==> src/rtl/regbank_pkg.sv <==
package regbank_pkg;

    localparam int unsigned NGPR     = 4;
    localparam int unsigned IDX_W    = 2;
    localparam int unsigned FLAG_W   = 16;
    localparam int unsigned PAIR_LO  = 2;
    localparam int unsigned PAIR_HI  = 3;

    // Declaration order matches the word layout, bit 14 down to bit 0.
    typedef struct packed {
        logic       qflag;
        logic       bank_sel;
        logic       frac_mode;
        logic       move_ctl;
        logic [3:0] aux4;
        logic       fast_en;
        logic       irq_en;
        logic       nest_en;
        logic [3:0] prio_lvl;
    } flag_t;

    localparam flag_t FLAG_RST = '{
        qflag: 1'b0, bank_sel: 1'b0, frac_mode: 1'b0, move_ctl: 1'b1,
        aux4: 4'd0, fast_en: 1'b0, irq_en: 1'b0, nest_en: 1'b0,
        prio_lvl: 4'd8
    };

endpackage

==> src/rtl/flag_codec.sv <==
module flag_codec
    import regbank_pkg::*;
(
    input  logic [FLAG_W-1:0] word_in,
    input  logic              load,
    input  flag_t             cur,
    output flag_t             fields_out,
    output logic              bank_flip,
    output logic [FLAG_W-1:0] word_out
);

    always_comb begin
        fields_out = flag_t'(word_in[FLAG_W-2:0]);
        bank_flip  = load && (fields_out.bank_sel != cur.bank_sel);
        word_out   = {1'b0, cur};
    end

endmodule

==> src/rtl/gpr_read_mux.sv <==
module gpr_read_mux
    import regbank_pkg::*;
#(
    parameter int unsigned DW  = 16,
    parameter int unsigned NRD = 2
) (
    input  logic [NGPR-1:0][DW-1:0] regs,
    input  logic [NRD*IDX_W-1:0]    addr,
    output logic [NRD*DW-1:0]       data
);

    for (genvar p = 0; p < NRD; p++) begin : g_port
        assign data[p*DW +: DW] = regs[addr[p*IDX_W +: IDX_W]];
    end

endmodule

==> src/rtl/bank_next.sv <==
module bank_next
    import regbank_pkg::*;
#(
    parameter int unsigned DW = 16
) (
    input  logic [NGPR-1:0][DW-1:0] act_q,
    input  logic [NGPR-1:0][DW-1:0] shd_q,
    input  logic                    swap,
    input  logic                    wr_en,
    input  logic [IDX_W-1:0]        wr_addr,
    input  logic [DW-1:0]           wr_data,
    input  logic                    pair_en,
    input  logic [2*DW-1:0]         pair_data,
    output logic [NGPR-1:0][DW-1:0] act_d,
    output logic [NGPR-1:0][DW-1:0] shd_d
);

    for (genvar i = 0; i < NGPR; i++) begin : g_reg
        always_comb begin
            // exchange first, then port writes into the new visible bank
            act_d[i] = swap ? shd_q[i] : act_q[i];
            shd_d[i] = swap ? act_q[i] : shd_q[i];
            if (wr_en && (wr_addr == IDX_W'(i))) begin
                act_d[i] = wr_data;
            end
            if (pair_en && (i == PAIR_LO)) begin
                act_d[i] = pair_data[DW-1:0];
            end
            if (pair_en && (i == PAIR_HI)) begin
                act_d[i] = pair_data[2*DW-1:DW];
            end
        end
    end

endmodule

==> src/rtl/banked_regfile.sv <==
module banked_regfile
    import regbank_pkg::*;
#(
    parameter int unsigned DW  = 16,
    parameter int unsigned NRD = 2
) (
    input  logic                 clk,
    input  logic                 rst_n,
    input  logic [NRD*IDX_W-1:0] rd_addr,
    output logic [NRD*DW-1:0]    rd_data,
    input  logic                 wr_en,
    input  logic [IDX_W-1:0]     wr_addr,
    input  logic [DW-1:0]        wr_data,
    input  logic                 pair_wr_en,
    input  logic [2*DW-1:0]      pair_wr_data,
    output logic [2*DW-1:0]      pair_rd_data,
    input  logic                 flag_wr_en,
    input  logic [FLAG_W-1:0]    flag_wr_data,
    output logic [FLAG_W-1:0]    flag_rd_data
);

    typedef struct packed {
        logic [NGPR-1:0][DW-1:0] act;
        logic [NGPR-1:0][DW-1:0] shd;
        flag_t                   flg;
    } state_t;

    state_t state_d, state_q;

    flag_t                   flg_new_d;
    logic                    flip_d;
    logic [NGPR-1:0][DW-1:0] act_nx_d, shd_nx_d;

    flag_codec u_codec (
        .word_in    (flag_wr_data),
        .load       (flag_wr_en),
        .cur        (state_q.flg),
        .fields_out (flg_new_d),
        .bank_flip  (flip_d),
        .word_out   (flag_rd_data)
    );

    bank_next #(.DW(DW)) u_next (
        .act_q     (state_q.act),
        .shd_q     (state_q.shd),
        .swap      (flip_d),
        .wr_en     (wr_en),
        .wr_addr   (wr_addr),
        .wr_data   (wr_data),
        .pair_en   (pair_wr_en),
        .pair_data (pair_wr_data),
        .act_d     (act_nx_d),
        .shd_d     (shd_nx_d)
    );

    gpr_read_mux #(.DW(DW), .NRD(NRD)) u_rd (
        .regs (state_q.act),
        .addr (rd_addr),
        .data (rd_data)
    );

    assign pair_rd_data = {state_q.act[PAIR_HI], state_q.act[PAIR_LO]};

    always_comb begin
        state_d     = state_q;
        state_d.act = act_nx_d;
        state_d.shd = shd_nx_d;
        if (flag_wr_en) begin
            state_d.flg = flg_new_d;
        end
    end

    always_ff @(posedge clk) begin
        if (!rst_n) begin
            state_q.act <= '0;
            state_q.shd <= '0;
            state_q.flg <= FLAG_RST;
        end else begin
            state_q <= state_d;
        end
    end

endmodule

==> config.mk <==
export PLATFORM = sky130hd
export DESIGN_NAME = banked_regfile
export DESIGN_NICKNAME = d
export VERILOG_FILES = /design/src/rtl/regbank_pkg.sv /design/src/rtl/flag_codec.sv /design/src/rtl/gpr_read_mux.sv /design/src/rtl/bank_next.sv /design/src/rtl/banked_regfile.sv
export SDC_FILE = /design/constraint.sdc
export NUM_CORES = 1
export LEC_CHECK = 0
export BUFFER_PORTS_ARGS = -buffer_cell sky130_fd_sc_hd__buf_2
export CORE_ASPECT_RATIO = 0.5
export CORE_UTILIZATION = 55
export CTS_CLUSTER_SIZE = 25
export DETAILED_ROUTE_END_ITERATION = 6
export PLACE_DENSITY = 0.83
export SLEW_MARGIN = 0
export SYNTH_ARGS = -nofsm -noshare
export SYNTH_HDL_FRONTEND = slang
export SYNTH_HIERARCHICAL = 1
export SYNTH_SLANG_ARGS = --single-unit
==> constraint.sdc <==
create_clock -name clk -period 2 [get_ports clk]
set_input_delay 0.2 -clock clk [delete_from_list [all_inputs] [get_ports clk]]
set_output_delay 0.2 -clock clk [all_outputs]
set_load 0.02 [all_outputs]
# [Word level (Yosys, flattened, before mapping)]
# Index checks and enable logic that the tools add are counted.
[classes] order_cmp=2 eq_ne=4 muxes=14 n_reduce_logical=10
[ops] op="$mux W16" n=12
[ops] op="$bmux W16 S2" n=2
[ops] op="$lt A2 B3 Y1 const B" n=2
[ops] op="$reduce_bool A3 Y1" n=2
[ops] op="$logic_and A1 B1 Y1" n=5
[ops] op="$eq A2 B2 Y1 const B" n=2
[ops] op="$reduce_bool A2 Y1" n=2
[ops] op="$eq A2 B1 Y1 const B" n=1
[ops] op="$logic_not A2 Y1" n=1
[ops] op="$ne A1 B1 Y1" n=1
[word_totals] regBits=143 input_bits=75

# [Longest topological paths before layout]
[depth] word_depth=5 mapped_depth=7 mapped_depth_nobuf=5

# [Cells and area by module]
# The synthesis kept the hierarchy.
[by_module_without_submodules] mod="banked_regfile" instances=1 cells_each=350 area_per_inst_um2=4249.1 seq_area_each_um2=2862.7
[by_module_without_submodules] mod="bank_next" instances=1 cells_each=292 area_per_inst_um2=2234.6 seq_area_each_um2=0.0
[by_module_without_submodules] mod="gpr_read_mux" instances=1 cells_each=40 area_per_inst_um2=848.3 seq_area_each_um2=0.0
[by_module_without_submodules] mod="flag_codec" instances=1 cells_each=34 area_per_inst_um2=251.5 seq_area_each_um2=0.0

# [Least setup slack after synthesis]
# Ideal clock, no wire load.
[synth_timing] path_kind="flip-flop to flip-flop" start="register state_q[13] (netlist name)" end="register state_q[72] (netlist name)" setup_time_ns=0.115 t_arrival_ns=1.441 required_time_ns=1.885 path_slack_ns=0.444 stages_incl_launch_ff=7 path_buffers=2 synth_period_minus_slack_ns=1.556 cell_sequence="dfxtp_1 -> xor2_1 -> and2_1 -> buf_4 -> buf_2 -> mux2_2 -> and2_1"
[synth_between] elab_chain_cells=2
[synth_lines] item="start, declared" line_no="banked_regfile.sv:28" text="state_t state_d, state_q;"
[synth_lines] item="start signal, assigned" line_no="banked_regfile.sv:79" text="state_q <= state_d;"
[synth_lines] item="$ne A1 B1 Y1" line_no="flag_codec.sv:14" text="bank_flip = load && (fields_out.bank_sel != cur.bank_sel);"
[synth_lines] item="$logic_and A1 B1 Y1" line_no="flag_codec.sv:14"
[synth_lines] item="via flip_d" line_no="banked_regfile.sv:31" text="logic flip_d;"
# The timed path passes the listed nets, and every way through them passes these cells.
# A chain may end at the register's enable or synchronous reset.

# [Final worst setup path]
[layout_timing] start="register state_q[13] (netlist name)" end="register state_q[34] (netlist name)"
# Same word-level chain as after synthesis.

==> flow_metrics.env <==
export IMPL_outcome="finished, final reports clean"
export IMPL_synth_top_cell_by_area="dfxtp_1"
export IMPL_placementRows=29
export IMPL_fin_hold_ws_ps=7.795
export IMPL_skew_ps=7.473
export IMPL_grt_pass1_wl_um=27600
export IMPL_synth_distinct_cells=28
export IMPL_grt_max_degree=144
export IMPL_yosys_warnings=6
export IMPL_busiest_layer="met2"
export IMPL_crit_chain="xor2_1 -> and2_4 -> buf_12 -> buf_12 -> mux2_2 -> and2_1"
export IMPL_use_met1_pct=30.98
export IMPL_nets=873
export IMPL_clk_pin_slew_worst_paths_ps=60
export IMPL_synth_area_um2=7584
export IMPL_die_area_um2=14290
export IMPL_dr_first_iter_drc_count=401
export IMPL_rsz0062_at_grt="false"
export IMPL_cp_common_cell="buf_12"
export IMPL_finalHoldViolations=0
export IMPL_core_area_um2=13060
export IMPL_drive_gt1_share_pct=36.67
export IMPL_diodes=0
export IMPL_clk_path_buf_depth=2
export IMPL_fillers=959
export IMPL_cts_tree="yes"
export IMPL_die_w_um=168.1
export IMPL_maxCapViolations=0
export IMPL_r2r_start="state_q[13]$_SDFFE_PN0P_"
export IMPL_fin_crit_ps=1709
export IMPL_synthTopCellsByArea="dfxtp_1 (38%), and2_1 (11%), mux2i_1 (10%), mux2_2 (9.5%), buf_4 (7.0%)"
export IMPL_critical_path_arrival_ps=2010
export IMPL_numCtsBuffers=17
export IMPL_path_class="reg2reg"
export IMPL_synth_nets=791
export IMPL_yosys_most_used_dff="dfxtp_1"
export IMPL_grt_use_met3_pct=5.550
export IMPL_worstSkewPairLatency_ps=420
export IMPL_p_per_area_nw_per_um2=892.3
export IMPL_final_setup_worst_slack_ps=291.5
export IMPL_met2_usage_pct=44.62
export IMPL_crit_start="state_q[13]$_SDFFE_PN0P_"
export IMPL_setup_tns_ps=0
export IMPL_synth_seq_cells=143
export IMPL_htreeDepth=4
export IMPL_hpwl_um=11270
export IMPL_synth_most_common_cell="dfxtp_1"
export IMPL_wl_per_cell_um=18.08
export IMPL_grt_pass1_vias=5292
export IMPL_cp_max_fo=20
export IMPL_min_path_type="in2reg"
export IMPL_cts_resized_gates=0
export IMPL_hold_start="flag_wr_data[11]"
export IMPL_synthArstFlopShare_pct=0
export IMPL_required_ps=2300
export IMPL_ant_nets=0
export IMPL_drc=0
export IMPL_synth_common_cells="dfxtp_1 (143), and2_1 (129), mux2i_1 (79), buf_4 (71), mux2_2 (64)"
export IMPL_max_slew_margin_rel_pct=65.65
export IMPL_period_share_pct=85.43
export IMPL_slew_violations=0
export IMPL_gr_total_overflow=0
export IMPL_synth_avg_cell_area_um2=10.59
export IMPL_cts_root_buf="clkbuf_16"
export IMPL_slowest_delay_ps=370
export IMPL_fmax_ghz=0.5853
export IMPL_ir_drop_mv=0.4494
export IMPL_die_h_um=85.03
export IMPL_syn_inst=716
export IMPL_final_cells=980
export IMPL_via_count=5507
export IMPL_via_per_inst=5.619
export IMPL_antenna_found_initial=0
export IMPL_finalSetupViolCount=0
export IMPL_dp_cells=943
export IMPL_port_buffer_count=152
export IMPL_cp_start_kind="register"
export IMPL_worst_pin_slew_ps=515.3
export IMPL_io_pins=155
export IMPL_power_leakage_nw=3.859
export IMPL_synth_top_area_share_pct=37.75
export IMPL_holdPathStages=3
export IMPL_wirelength_um=17710
export IMPL_firstDrtPassIters=4
export IMPL_synth_enable_flop_cells=0
export IMPL_r2r_cells=6
export IMPL_gp_congestion=0.8095
export IMPL_crit_path_end_kind="register"
export IMPL_syn2layout_area_growth_pct=14.70
export IMPL_cts_sinks=143
export IMPL_grt_total_usage_pct=25.28
export IMPL_crit_slowest_cell="dfxtp_1"
export IMPL_dp_slack_ps=220.0
export IMPL_start_util_pct=58.06
export IMPL_yosysSeqAreaShare_pct=37.75
## critical path, delay by kind of cell (launching register included)
kind | cells | cell delay [ps]
AND/OR/NAND/NOR | 2 | 380
buffers and inverters | 2 | 340
XOR/XNOR | 1 | 150
multiplexers | 1 | 340
flip-flops | 1 | 370
## metrics by stage
step / util [%] / total power [W] / area (um^2)
final: 66.59 / 0.007762 / 8698
after global routing: 66.59 / 0.008026 / 8698
after CTS: 66.21 / 0.007759 / 8648
after detailed placement: 61.21 / 0.004306 / 7995
after global placement: 61.21 / 0.004268 / 7995
after floorplan: - / 0.004044 / 7584
## layer usage
metal | vias to the layer above | wire, um
li1 | 2634 | -
met1 | 2678 | 7801
met5 | - | 0
met2 | 168 | 8589
met3 | 27 | 1048
met4 | 0 | 275
## report_power, final
group	total, W	internal [W]	switching [W]
Combinational	0.00118	0.000562	0.000617
Clock	0.00348	0.00221	0.00127
Sequential	0.00310	0.00298	0.000118
Total	0.00776	0.00576	0.00200
## layout make-up
class / count / area (um^2) / area share (%)
multi-input combinational: 455 / 3906 / 44.91
inverter: 2 / 7.507 / 0.08631
tap: 170 / 212.7 / 2.445
timing repair buffer: 179 / 1066 / 12.26
clock inverter: 13 / 214.0 / 2.460
sequential: 143 / 2863 / 32.91
clock buffer: 18 / 429.2 / 4.934
## cell families after synthesis
| group | synth area share (%) |
|---|---|
| AO/OA/AOI/OAI | 7.111 |
| XOR/XNOR | 0.1155 |
| buffers and inverters | 10.94 |
| flip-flops | 37.75 |
| multiplexers | 30.03 |
| other | 0.04945 |
| AND/OR/NAND/NOR | 14.01 |
## worst paths after layout
path	end	slack, ps
min	state_q[11]$_SDFFE_PN1P_	8
min reg2reg	state_q[3]$_SDFFE_PN1P_	480
max reg2reg	state_q[34]$_SDFF_PN0_	290
max	state_q[34]$_SDFF_PN0_	290
## placed cells by master, fill, tap and decap left out
master and instances:
buf_2 152, dfxtp_1 143, and2_1 128, mux2i_1 79, mux2_2 64, a21oi_1 48, o22ai_1 32, mux4_2 20
nand2_1 18, buf_4 18, clkbuf_16 17, nor2_1 16, o21ai_0 14, nor2b_1 13, mux4_1 12, buf_12 8
clkinvlp_4 5, bufinv_16 5, clkinv_4 2, inv_1 2, a31oi_2 2, o21ai_1 2, inv_6 1, clkbuf_1 1
dlygate4sd3_1 1, xor2_1 1, and2_4 1, conb_1 1, nand4bb_1 1, nand4b_2 1, nand3b_1 1, nor3b_4 1
## sequential cells by signal, summed over array words and instances (netlist names)
name / flops
pair_rd_data: 32
state_q: 111
## timing repair
item | 4_1_cts | 5_1_grt
hold buffers | 1 | 0
buffers inserted | 0 | 5
setup endpoints to repair | 0 | 1
endpoints found under the hold margin | 1 | 0
Power figures use the tool's default switching activity.
